## src/rtl/ocu_pkg.sv

```systemverilog
package ocu_pkg;
  localparam int NCH    = 5;           // channel count
  localparam int AW     = 4;           // register address width
  localparam int RB     = 8;           // width of byte-wide registers
  localparam int FB_TOP = RB - 1;      // bus bit carrying channel 1 in per-channel fields

  localparam logic [AW-1:0] A_CMP1  = 4'd0;   // compare registers at A_CMP1 .. A_CMP1+NCH-1
  localparam logic [AW-1:0] A_CTRL  = 4'd5;
  localparam logic [AW-1:0] A_MASK  = 4'd6;
  localparam logic [AW-1:0] A_DATA  = 4'd7;
  localparam logic [AW-1:0] A_FORCE = 4'd8;
  localparam logic [AW-1:0] A_FLAG  = 4'd9;
  localparam logic [AW-1:0] A_EN    = 4'd10;

  typedef enum logic [1:0] {
    ACT_KEEP = 2'b00,
    ACT_FLIP = 2'b01,
    ACT_CLR  = 2'b10,
    ACT_SET  = 2'b11
  } pin_act_e;
endpackage

```

## src/rtl/ocu_cmp.sv

```systemverilog
module ocu_cmp #(
  parameter int TW = 16
) (
  input  logic          clk,
  input  logic          rst_n,
  input  logic [TW-1:0] tmr,
  input  logic          tmr_moved,
  input  logic [TW-1:0] cmp,
  output logic          hit_q
);
  // A match counts only on the edge where the timer has just stepped.
  always_ff @(posedge clk or negedge rst_n) begin
    if (!rst_n) hit_q <= 1'b0;
    else        hit_q <= tmr_moved && (tmr == cmp);
  end
endmodule

```

## src/rtl/ocu_regs.sv

```systemverilog
module ocu_regs
  import ocu_pkg::*;
#(
  parameter int TW = 16
) (
  input  logic                    clk,
  input  logic                    rst_n,
  input  logic                    we,
  input  logic [AW-1:0]           addr,
  input  logic [TW-1:0]           wdata,
  input  logic [NCH-1:0]          hit,
  output logic [TW-1:0]           rdata,
  output logic [NCH-1:0][TW-1:0]  cmp,
  output logic [NCH-2:0][1:0]     act,
  output logic [NCH-1:0]          mask,
  output logic [NCH-1:0]          data,
  output logic [NCH-1:0]          frc,
  output logic [NCH-1:0]          flag,
  output logic [NCH-1:0]          en,
  output logic                    irq
);
  localparam int CTRL_W = 2 * (NCH - 1);

  logic [CTRL_W-1:0] ctrl_q;
  logic              wr_ctrl, wr_mask, wr_data, wr_force, wr_flag, wr_en;

  assign wr_ctrl  = we && (addr == A_CTRL);
  assign wr_mask  = we && (addr == A_MASK);
  assign wr_data  = we && (addr == A_DATA);
  assign wr_force = we && (addr == A_FORCE);
  assign wr_flag  = we && (addr == A_FLAG);
  assign wr_en    = we && (addr == A_EN);

  always_ff @(posedge clk or negedge rst_n) begin
    if (!rst_n) begin
      cmp    <= '0;
      ctrl_q <= '0;
      mask   <= '0;
      data   <= '0;
      frc    <= '0;
      flag   <= '0;
      en     <= '0;
    end else begin
      if (wr_ctrl) ctrl_q <= wdata[CTRL_W-1:0];
      for (int i = 0; i < NCH; i++) begin
        if (we && (addr == A_CMP1 + AW'(i))) cmp[i] <= wdata;
        if (wr_mask) mask[i] <= wdata[FB_TOP-i];
        if (wr_data) data[i] <= wdata[FB_TOP-i];
        if (wr_en)   en[i]   <= wdata[FB_TOP-i];
        // force is a one-cycle pulse; the register itself holds nothing readable
        frc[i]  <= wr_force && wdata[FB_TOP-i];
        // a new match takes priority over a simultaneous clear
        flag[i] <= hit[i] | (flag[i] & ~(wr_flag && wdata[FB_TOP-i]));
      end
    end
  end

  // channel 2 takes the top pair of the control byte, channel NCH the bottom pair
  always_comb begin
    for (int j = 0; j < NCH - 1; j++) begin
      act[j] = ctrl_q[2*(NCH-2-j) + 1 -: 2];
    end
  end

  assign irq = |(flag & en);

  always_comb begin
    rdata = '0;
    for (int i = 0; i < NCH; i++) begin
      if (addr == A_CMP1 + AW'(i)) rdata = cmp[i];
    end
    case (addr)
      A_CTRL: rdata[CTRL_W-1:0] = ctrl_q;
      A_MASK: for (int i = 0; i < NCH; i++) rdata[FB_TOP-i] = mask[i];
      A_DATA: for (int i = 0; i < NCH; i++) rdata[FB_TOP-i] = data[i];
      A_FLAG: for (int i = 0; i < NCH; i++) rdata[FB_TOP-i] = flag[i];
      A_EN:   for (int i = 0; i < NCH; i++) rdata[FB_TOP-i] = en[i];
      default: ;
    endcase
  end
endmodule

```

## src/rtl/ocu_pins.sv

```systemverilog
module ocu_pins
  import ocu_pkg::*;
(
  input  logic                clk,
  input  logic                rst_n,
  input  logic [NCH-1:0]      hit,
  input  logic [NCH-1:0]      frc,
  input  logic [NCH-2:0][1:0] act,
  input  logic [NCH-1:0]      mask,
  input  logic [NCH-1:0]      data,
  output logic [NCH-1:0]      pins_q
);
  logic [NCH-1:0] fire;
  logic [NCH-1:0] pins_d;

  assign fire = hit | frc;

  always_comb begin
    pins_d = pins_q;
    // own-channel actions on pins 1..NCH-1
    for (int j = 0; j < NCH - 1; j++) begin
      if (fire[j+1]) begin
        case (pin_act_e'(act[j]))
          ACT_FLIP: pins_d[j+1] = ~pins_q[j+1];
          ACT_CLR:  pins_d[j+1] = 1'b0;
          ACT_SET:  pins_d[j+1] = 1'b1;
          default:  ;
        endcase
      end
    end
    // master channel applied last so it wins on any pin it covers
    if (fire[0]) begin
      for (int p = 0; p < NCH; p++) begin
        if (mask[p]) pins_d[p] = data[p];
      end
    end
  end

  always_ff @(posedge clk or negedge rst_n) begin
    if (!rst_n) pins_q <= '0;
    else        pins_q <= pins_d;
  end
endmodule

```

## src/rtl/ocu_top.sv

```systemverilog
module ocu_top
  import ocu_pkg::*;
#(
  parameter int TW = 16
) (
  input  logic          clk,
  input  logic          rst_n,
  input  logic [TW-1:0] timer_val,
  input  logic          reg_we,
  input  logic [AW-1:0] reg_addr,
  input  logic [TW-1:0] reg_wdata,
  output logic [TW-1:0] reg_rdata,
  output logic [NCH-1:0] pin_out,
  output logic          irq
);
  logic [TW-1:0]          tmr_prev;
  logic                   tmr_moved;
  logic [NCH-1:0]         hit_q;
  logic [NCH-1:0][TW-1:0] cmp_q;
  logic [NCH-2:0][1:0]    act_q;
  logic [NCH-1:0]         mask_q, data_q, frc_q, flag_q, en_q;

  // previous timer sample, loaded on every edge including during reset
  always_ff @(posedge clk) tmr_prev <= timer_val;
  assign tmr_moved = (timer_val != tmr_prev);

  for (genvar c = 0; c < NCH; c++) begin : g_cmp
    ocu_cmp #(.TW(TW)) u_cmp (
      .clk       (clk),
      .rst_n     (rst_n),
      .tmr       (timer_val),
      .tmr_moved (tmr_moved),
      .cmp       (cmp_q[c]),
      .hit_q     (hit_q[c])
    );
  end

  ocu_regs #(.TW(TW)) u_regs (
    .clk   (clk),
    .rst_n (rst_n),
    .we    (reg_we),
    .addr  (reg_addr),
    .wdata (reg_wdata),
    .hit   (hit_q),
    .rdata (reg_rdata),
    .cmp   (cmp_q),
    .act   (act_q),
    .mask  (mask_q),
    .data  (data_q),
    .frc   (frc_q),
    .flag  (flag_q),
    .en    (en_q),
    .irq   (irq)
  );

  ocu_pins u_pins (
    .clk    (clk),
    .rst_n  (rst_n),
    .hit    (hit_q),
    .frc    (frc_q),
    .act    (act_q),
    .mask   (mask_q),
    .data   (data_q),
    .pins_q (pin_out)
  );
endmodule

```

## config.mk

```make
export PLATFORM = sky130hd
export DESIGN_NAME = ocu_top
export DESIGN_NICKNAME = d
export VERILOG_FILES = /design/src/rtl/ocu_pkg.sv /design/src/rtl/ocu_cmp.sv /design/src/rtl/ocu_regs.sv /design/src/rtl/ocu_pins.sv /design/src/rtl/ocu_top.sv
export SDC_FILE = /design/constraint.sdc
export NUM_CORES = 1
export LEC_CHECK = 0
export ABC_AREA = 1
export BUFFER_PORTS_ARGS = -buffer_cell sky130_fd_sc_hd__buf_2
export CAP_MARGIN = 30
export CORE_ASPECT_RATIO = 1.2
export CORE_MARGIN = 5
export CORE_UTILIZATION = 30
export DETAILED_ROUTE_END_ITERATION = 8
export MAX_ROUTING_LAYER = met4
export PLACE_DENSITY_LB_ADDON = 0.08
export SLEW_MARGIN = 5
export SYNTH_ARGS = -nofsm -noshare
export SYNTH_HDL_FRONTEND = slang
export SYNTH_SLANG_ARGS = --single-unit
```

## constraint.sdc

```tcl
create_clock -name clk -period 1.2 [get_ports clk]
set_clock_uncertainty 0.2 [all_clocks]
set_input_delay 0.18 -clock clk [delete_from_list [all_inputs] [get_ports clk]]
set_output_delay 0.18 -clock clk [all_outputs]
set_load 0.05 [all_outputs]
```

; ---- Word level (Yosys, flattened, before mapping)
; Cells that the tools add are included.
[classes]
n_eq_ne = 28
mux = 21
bitwise = 21
reduce_logical = 29
[ops]
columns = cell, n
row1 = == test 16 bit, 5
row2 = two-way mux 16 bit, 5
row3 = logical AND 1 bit, 26
row4 = one-hot mux 5 bit (5 select lines), 1
row5 = == test 2 bit (second input constant), 8
row6 = == test 4 x 3 -> 1 bit (second input constant), 4
row7 = != test 16 bit, 1
row8 = == test 4 bit (second input constant), 3
row9 = one-hot mux 1 bit (3 select lines), 4
row10 = two-way mux 1 bit, 9
row11 = inverter 1 bit, 9
row12 = == test 2 x 1 -> 1 bit (second input constant), 4
row13 = == test 4 x 2 -> 1 bit (second input constant), 2
row14 = bitwise AND 1 bit, 5
row15 = bitwise AND 5 bit, 1
row16 = two-way mux 5 bit, 1
row17 = OR 1 bit, 5
row18 = OR 5 bit, 1
row19 = OR reduction 5 bit, 1
row20 = == test 4 x 1 -> 1 bit (second input constant), 1
row21 = logical NOT 4 bit, 1
row22 = two-way mux 3 bit, 1
row23 = AND reduction 2 bit, 1
[word_totals]
register_bits = 139
inputBits = 39
output_inout_bits = 22
word_cells = 118

; ---- Logic depth before layout (Yosys ltp)
[depth]
depth_word = 7
depth_mapped = 9
depth_no_buf = 8

; ---- Hierarchy
; From an unflattened synthesis, not the netlist that was laid out.
[hier_totals]
hier_cells = 1123
area_unflattened_um2 = 7744.9
[by_module_without_submodules]
columns = module, n_inst, cells_each, area_each_um2, seq_area_each_um2
row1 = ocu_regs, 1, 607, 5136.2, 2827.7
row2 = ocu_cmp, 5, 70, 316.6, 25.0
row3 = ocu_top, 1, 104, 650.6, 320.3
row4 = ocu_pins, 1, 62, 375.4, 125.1

; ---- Worst setup path after synthesis
; Ideal clock, no wire load.
[synth_timing]
path_kind = input to output
start = input reg_addr[3]
end = output reg_rdata[12]
arrival_ns = 1.228
t_required_ns = 0.820
path_slack_ns = -0.408
cell_stages = 6
n_path_buf = 1
cell_sequence = inv_2 > nand2_4 > nor3_4 > buf_2 > nand2_1 > nand3_1
[synth_between]
elab_chain_len = 6
elab_cells_between_ends = 10
classes_between = eq/ne: 4 / mux: 5 / reduce/logical: 1
[synth_lines]
columns = item, line
row1 = from (decl), ocu_top.sv:10  ; input logic [AW-1:0] reg_addr,
row2 = logical NOT 4 bit, ocu_regs.sv:70  ; if (addr == A_CMP1 + AW'(i)) rdata = cmp[i];
row3 = two-way mux 16 bit (4 in a row), ocu_regs.sv:70
row4 = two-way mux 16 bit (*), ocu_regs.sv:70
row5 = to (decl), ocu_top.sv:12  ; output logic [TW-1:0] reg_rdata,
; Mark *: on every way between the ends. The rest lies on a longest branch, timed or not.

; ---- Worst setup path in the final report
[layout_timing]
start = register u_regs.flag[0]
end = output irq
[layout_between]
elab_chain_len = 2
[layout_lines]
columns = item, line
row1 = from (decl), ocu_regs.sv:18  ; output logic [NCH-1:0] flag,
row2 = "from (signal, indexed assignment)", ocu_regs.sv:53  ; flag[i] <= hit[i] | (flag[i] & ~(wr_flag && wdata[FB_TOP-i]));
row3 = bitwise AND 5 bit, ocu_regs.sv:65  ; assign irq = |(flag & en);
row4 = OR reduction 5 bit, ocu_regs.sv:65
row5 = to (decl), ocu_top.sv:14  ; output logic irq
; No other way between the ends.

==> qor.tcl <==
set qor(synthCells) 1080
set qor(timing.final.crit_share_pct) 153
set qor(period_needed_ns) 1.83
set qor(number_of_antenna_violations_at_the_first_check_in_global_routing) 0
set qor(synth.distinct_cells) 28
set qor(max-clock-path-buffers) 2
set qor(power_report.internal_total_mw) 11.5
set qor(yosys.cell_count.top_type) {sky130_fd_sc_hd__nand2_1}
set qor(startpoint_type) {flop}
set qor(hold-worst-slack_ns) 0.0631
set qor(layout_setup_ws_ns) -0.631
set qor(grt_max_degree) 37
set qor(vias_in_the_first_global_route) 7219
set qor(syn-cell-area_sq_um) 7610
set qor(post-dp-hpwl_mm) 19.4
set qor(hold_path_class) {input pin to flop}
set qor(setup_viol) 29
set qor(worstSetupEndpointType) {output port}
set qor(routed_wire_length_per_instance_microns) 15.9
set qor(ir_worst_vdd_v) 0.000798
set qor(slew_viol_final) 0
set qor(share_of_synthesized_area_occupied_by_flip_flops_and_latches_pct) 44.7
set qor(synth_enable_flop_cells) 0
set qor(drt-total-wl_mm) 26.6
set qor(dp_slack_ns) -0.688
set qor(max-cap-violations) 0
set qor(tritoncts) {done}
set qor(grt_util_met2_pct) 32.8
set qor(insertion_delay_ns) 0.43
set qor(p_per_area_nw_per_um2) 1480
set qor(synth_common_cells) {sky130_fd_sc_hd__nand2_1 (472), sky130_fd_sc_hd__dfrtp_1 (123), sky130_fd_sc_hd__inv_1 (119), sky130_fd_sc_hd__nor2_1 (102), sky130_fd_sc_hd__o21ai_0 (53)}
set qor(chipHeight_microns) 184
set qor(synth-seq-cells) 139
set qor(compound_gate_portion_of_the_synthesized_area_pct) 10.8
set qor(synth_top_area_share_pct) 40.5
set qor(die_area_sq_um) 28700
set qor(cp_cell_sequence) {nand2_2 > nand2_2 > a221oi_2 > nand2_2 > buf_8}
set qor(cts_inserted_buffers) 17
set qor(xor_xnor_share_of_the_synthesized_area_pct) 2.19
set qor(avgSynthCellArea_sq_um) 7.04
set qor(initialDrtViolationCount) 375
set qor(muxShareOfSynthArea_pct) 0
set qor(outcome) {finished with violations}
set qor(clock_pin_transition_on_the_worst_setup_and_hold_timing_paths_ns) 0.06
set qor(global_route.overflow_total) 0
set qor(setup_total_negative_slack_ns) -11.65
set qor(main_combinational_cell_family_by_area_after_synthesis) {simple AND/OR/NAND/NOR gates}
set qor(leakagePower_nw) 5.92
set qor(slew_of_the_pin_with_the_lowest_slew_margin_ns) 0.304
set qor(seq_power_share_pct) 36.0
set qor(crit_type) {flop to output port}
set qor(total_non_filler_cell_area_in_the_finished_layout_sq_um) 11600
set qor(cts_root_buf) {sky130_fd_sc_hd__clkbuf_16}
set qor(placement.cell_area_sq_um) 9570
set qor(num_antenna_cells) 0
set qor(pwr-share-clk_pct) 33.0
set qor(critical_path.most_common_cell) {sky130_fd_sc_hd__nand2_2}
set qor(start_util_pct) 30.6
set qor(grt_use_total_pct) 19.4
set qor(synthesis.yosys.warnings) 0
set qor(rsz0062_at_grt) {true}
set qor(synthToLayoutAreaGrowth_pct) 52.7
set qor(ioPinCount) 61
set qor(crit_fanout) 3
set qor(max-slew-margin-rel_pct) 79.5
set qor(dr.pass1.iters) 5
set qor(crit_arrival_ns) 1.45
set qor(max_clock_freq_mhz) 546
set qor(synth.largest_area_cell) {sky130_fd_sc_hd__dfrtp_1}
set qor(placementRows) 63
set qor(kind_of_cell_adding_the_most_delay_to_the_critical_path) {flip-flops}
set qor(htree_levels) 4
set qor(top_usage_layer) {met2}
set qor(power.switching_fraction_pct) 33.3
set qor(postSynth.asyncResetShare_pct) 88.5
set qor(total_switching_power_mw) 5.72
set qor(grt_pass1_wl_mm) 41.3
set qor(cp.required_ns) 0.82
set qor(synth.top_cells.by_area) {sky130_fd_sc_hd__dfrtp_1 (40%), sky130_fd_sc_hd__nand2_1 (23%), sky130_fd_sc_hd__inv_1 (5.9%)}
set qor(port-buffer-count) 60
set qor(violations_in_the_final_reports) {setup timing}
set qor(gr-usage-met1_pct) 24.9
set qor(core_area_sq_um) 24800
set qor(drt.antenna.violating_nets) 0
set qor(vias_per_cell) 4.42
set qor(drc_violations_left) 0
set qor(cp_slowest_stage_delay_ns) 0.42
set qor(synth_simple_gate_area_share_pct) 33.7
set qor(crit_slowest_cell) {sky130_fd_sc_hd__dfrtp_1}
set qor(totalPowerFinal_mw) 17.2
set qor(globalRouteMet3Util_pct) 2.79
set qor(syn-num-nets) 1119
set qor(num_vias) 7396
set qor(globalplace.congestion) 0.826
set qor(commonest_register_cell_after_synthesis) {sky130_fd_sc_hd__dfrtp_1}
set qor(final_layout_size_suffix_gt1_share_pct) 35.2
set qor(cts_sinks) 139
set qor(die_x_extent_microns) 155
set qor(hold_viol) 0
set qor(finish.net_count) 1376
set qor(synth-adder-area-share_pct) 0
set qor(critical_path_buf_inv_count) 1
set qor(power.share.combinational_pct) 31.0
## placed cells by master, fill, tap and decap left out, types with 3 or more instances in the layout
cell / instances
sky130_fd_sc_hd__dfxtp_2: 4
sky130_fd_sc_hd__nor2_4: 21
sky130_fd_sc_hd__inv_1: 92
sky130_fd_sc_hd__buf_6: 29
sky130_fd_sc_hd__xnor2_2: 3
sky130_fd_sc_hd__xnor2_1: 9
sky130_fd_sc_hd__o21ai_2: 34
sky130_fd_sc_hd__nand4_1: 5
sky130_fd_sc_hd__clkinv_2: 3
sky130_fd_sc_hd__dfrtp_2: 5
sky130_fd_sc_hd__inv_2: 24
sky130_fd_sc_hd__buf_4: 139
sky130_fd_sc_hd__nand3_4: 11
sky130_fd_sc_hd__o22ai_2: 6
sky130_fd_sc_hd__o21ai_1: 50
sky130_fd_sc_hd__dfxtp_1: 12
sky130_fd_sc_hd__nand2_4: 7
sky130_fd_sc_hd__inv_6: 4
sky130_fd_sc_hd__xor2_1: 6
sky130_fd_sc_hd__clkbuf_16: 17
sky130_fd_sc_hd__nand2_2: 41
sky130_fd_sc_hd__nand2_8: 5
sky130_fd_sc_hd__dfrtp_1: 118
sky130_fd_sc_hd__nand2_1: 434
sky130_fd_sc_hd__o21ai_0: 44
sky130_fd_sc_hd__nand3_2: 8
sky130_fd_sc_hd__clkinvlp_4: 3
sky130_fd_sc_hd__buf_2: 33
sky130_fd_sc_hd__bufinv_16: 3
sky130_fd_sc_hd__buf_8: 14
sky130_fd_sc_hd__nand3_1: 5
sky130_fd_sc_hd__nor2_1: 63
sky130_fd_sc_hd__buf_12: 22
sky130_fd_sc_hd__dlygate4sd3_1: 33
sky130_fd_sc_hd__nor2_2: 25
## metal layers
layer  up-vias  part of all wire [%]
met5         -                     0
li1       3843                     -
met1      3425                    46
met4         0                   1.2
met2       107                    50
met3        21                   2.7
## cell type report
type                       count  area, sq um
clock buffer                  19          453
sequential                   139         3410
fill                        2479        13200
inverter                     122          500
tap                          325          407
multi-input combinational    787         4170
clock inverter                13          164
timing repair buffer         270         2520
## stage by stage
step | utilization, % | cells
6_report | 46.8 | 1675
5_1_grt | 46.8 | 1675
4_1_cts | 45.5 | 1666
3_5_place_dp | 38.6 | 1559
3_3_place_gp | 38.6 | 1559
2_1_floorplan | - | 1080
## repair_timing
| action | 4_1_cts | 5_1_grt |
|---|---|---|
| hold buffers | 33 | 0 |
| resized for setup | 153 | 81 |
| setup endpoints to repair | 61 | 62 |
| pin swaps | 67 | 82 |
| setup buffers | 48 | 20 |
| hold endpoints to repair | 223 | 0 |
## cell families after synthesis
kind of cell,count (synthesis)
flops,139
xor+xnor,19
buf+inv,154
simple gates,628
compound gates,140
## sequential cells by signal, summed over array words and instances (netlist names)
register and cells:
u_regs.frc 5, u_pins.pins_q 5, u_regs.mask 5, tmr_prev 16, u_regs.flag 5, u_regs.ctrl_q 8
u_regs.en 5, g_cmp.u_cmp.hit_q 5, u_regs.cmp 80, u_regs.data 5
## worst reg2reg max path: stages, from the launching register on
cell                      delay [ns]
sky130_fd_sc_hd__dfrtp_1        0.40
sky130_fd_sc_hd__buf_6          0.12
sky130_fd_sc_hd__buf_6          0.11
sky130_fd_sc_hd__nand2_2        0.06
sky130_fd_sc_hd__nand2_2        0.05
sky130_fd_sc_hd__nor2_2         0.12
sky130_fd_sc_hd__nand2_1        0.08
sky130_fd_sc_hd__nor2_2         0.15
sky130_fd_sc_hd__nand2_1        0.08
sky130_fd_sc_hd__nor2_2         0.14
## power groups by stage
stage | combinational [mW] | sequential [mW] | clock, mW
after CTS | 5.08 | 6.18 | 5.76
after floorplan | 2.29 | 6.30 | 0
after detailed placement | 4.12 | 6.28 | 0
after global routing | 5.86 | 6.29 | 5.96
final | 5.32 | 6.18 | 5.67
after global placement | 4.10 | 6.29 | 0
## worst paths after layout
path	endpoint	start	slack [ns]	depth (start not counted)
setup / recovery	irq	u_regs.flag[0]$_DFF_PN0_	-0.63	5
hold / removal	u_regs.frc[2]$_DFF_PN0_	reg_addr[3]	0.06	4
setup reg to reg	g_cmp[1].u_cmp.hit_q$_DFF_PN0_	u_regs.cmp[18]$_DFFE_PN0P_	-0.38	9
hold reg to reg	u_regs.cmp[53]$_DFFE_PN0P_	u_regs.cmp[53]$_DFFE_PN0P_	0.33	2
max in group asynchronous	u_regs.cmp[68]$_DFFE_PN0P_	rst_n	0.46	3
min in group asynchronous	u_regs.ctrl_q[2]$_DFFE_PN0P_	rst_n	0.12	3
(Power assumes the default switching activity.)
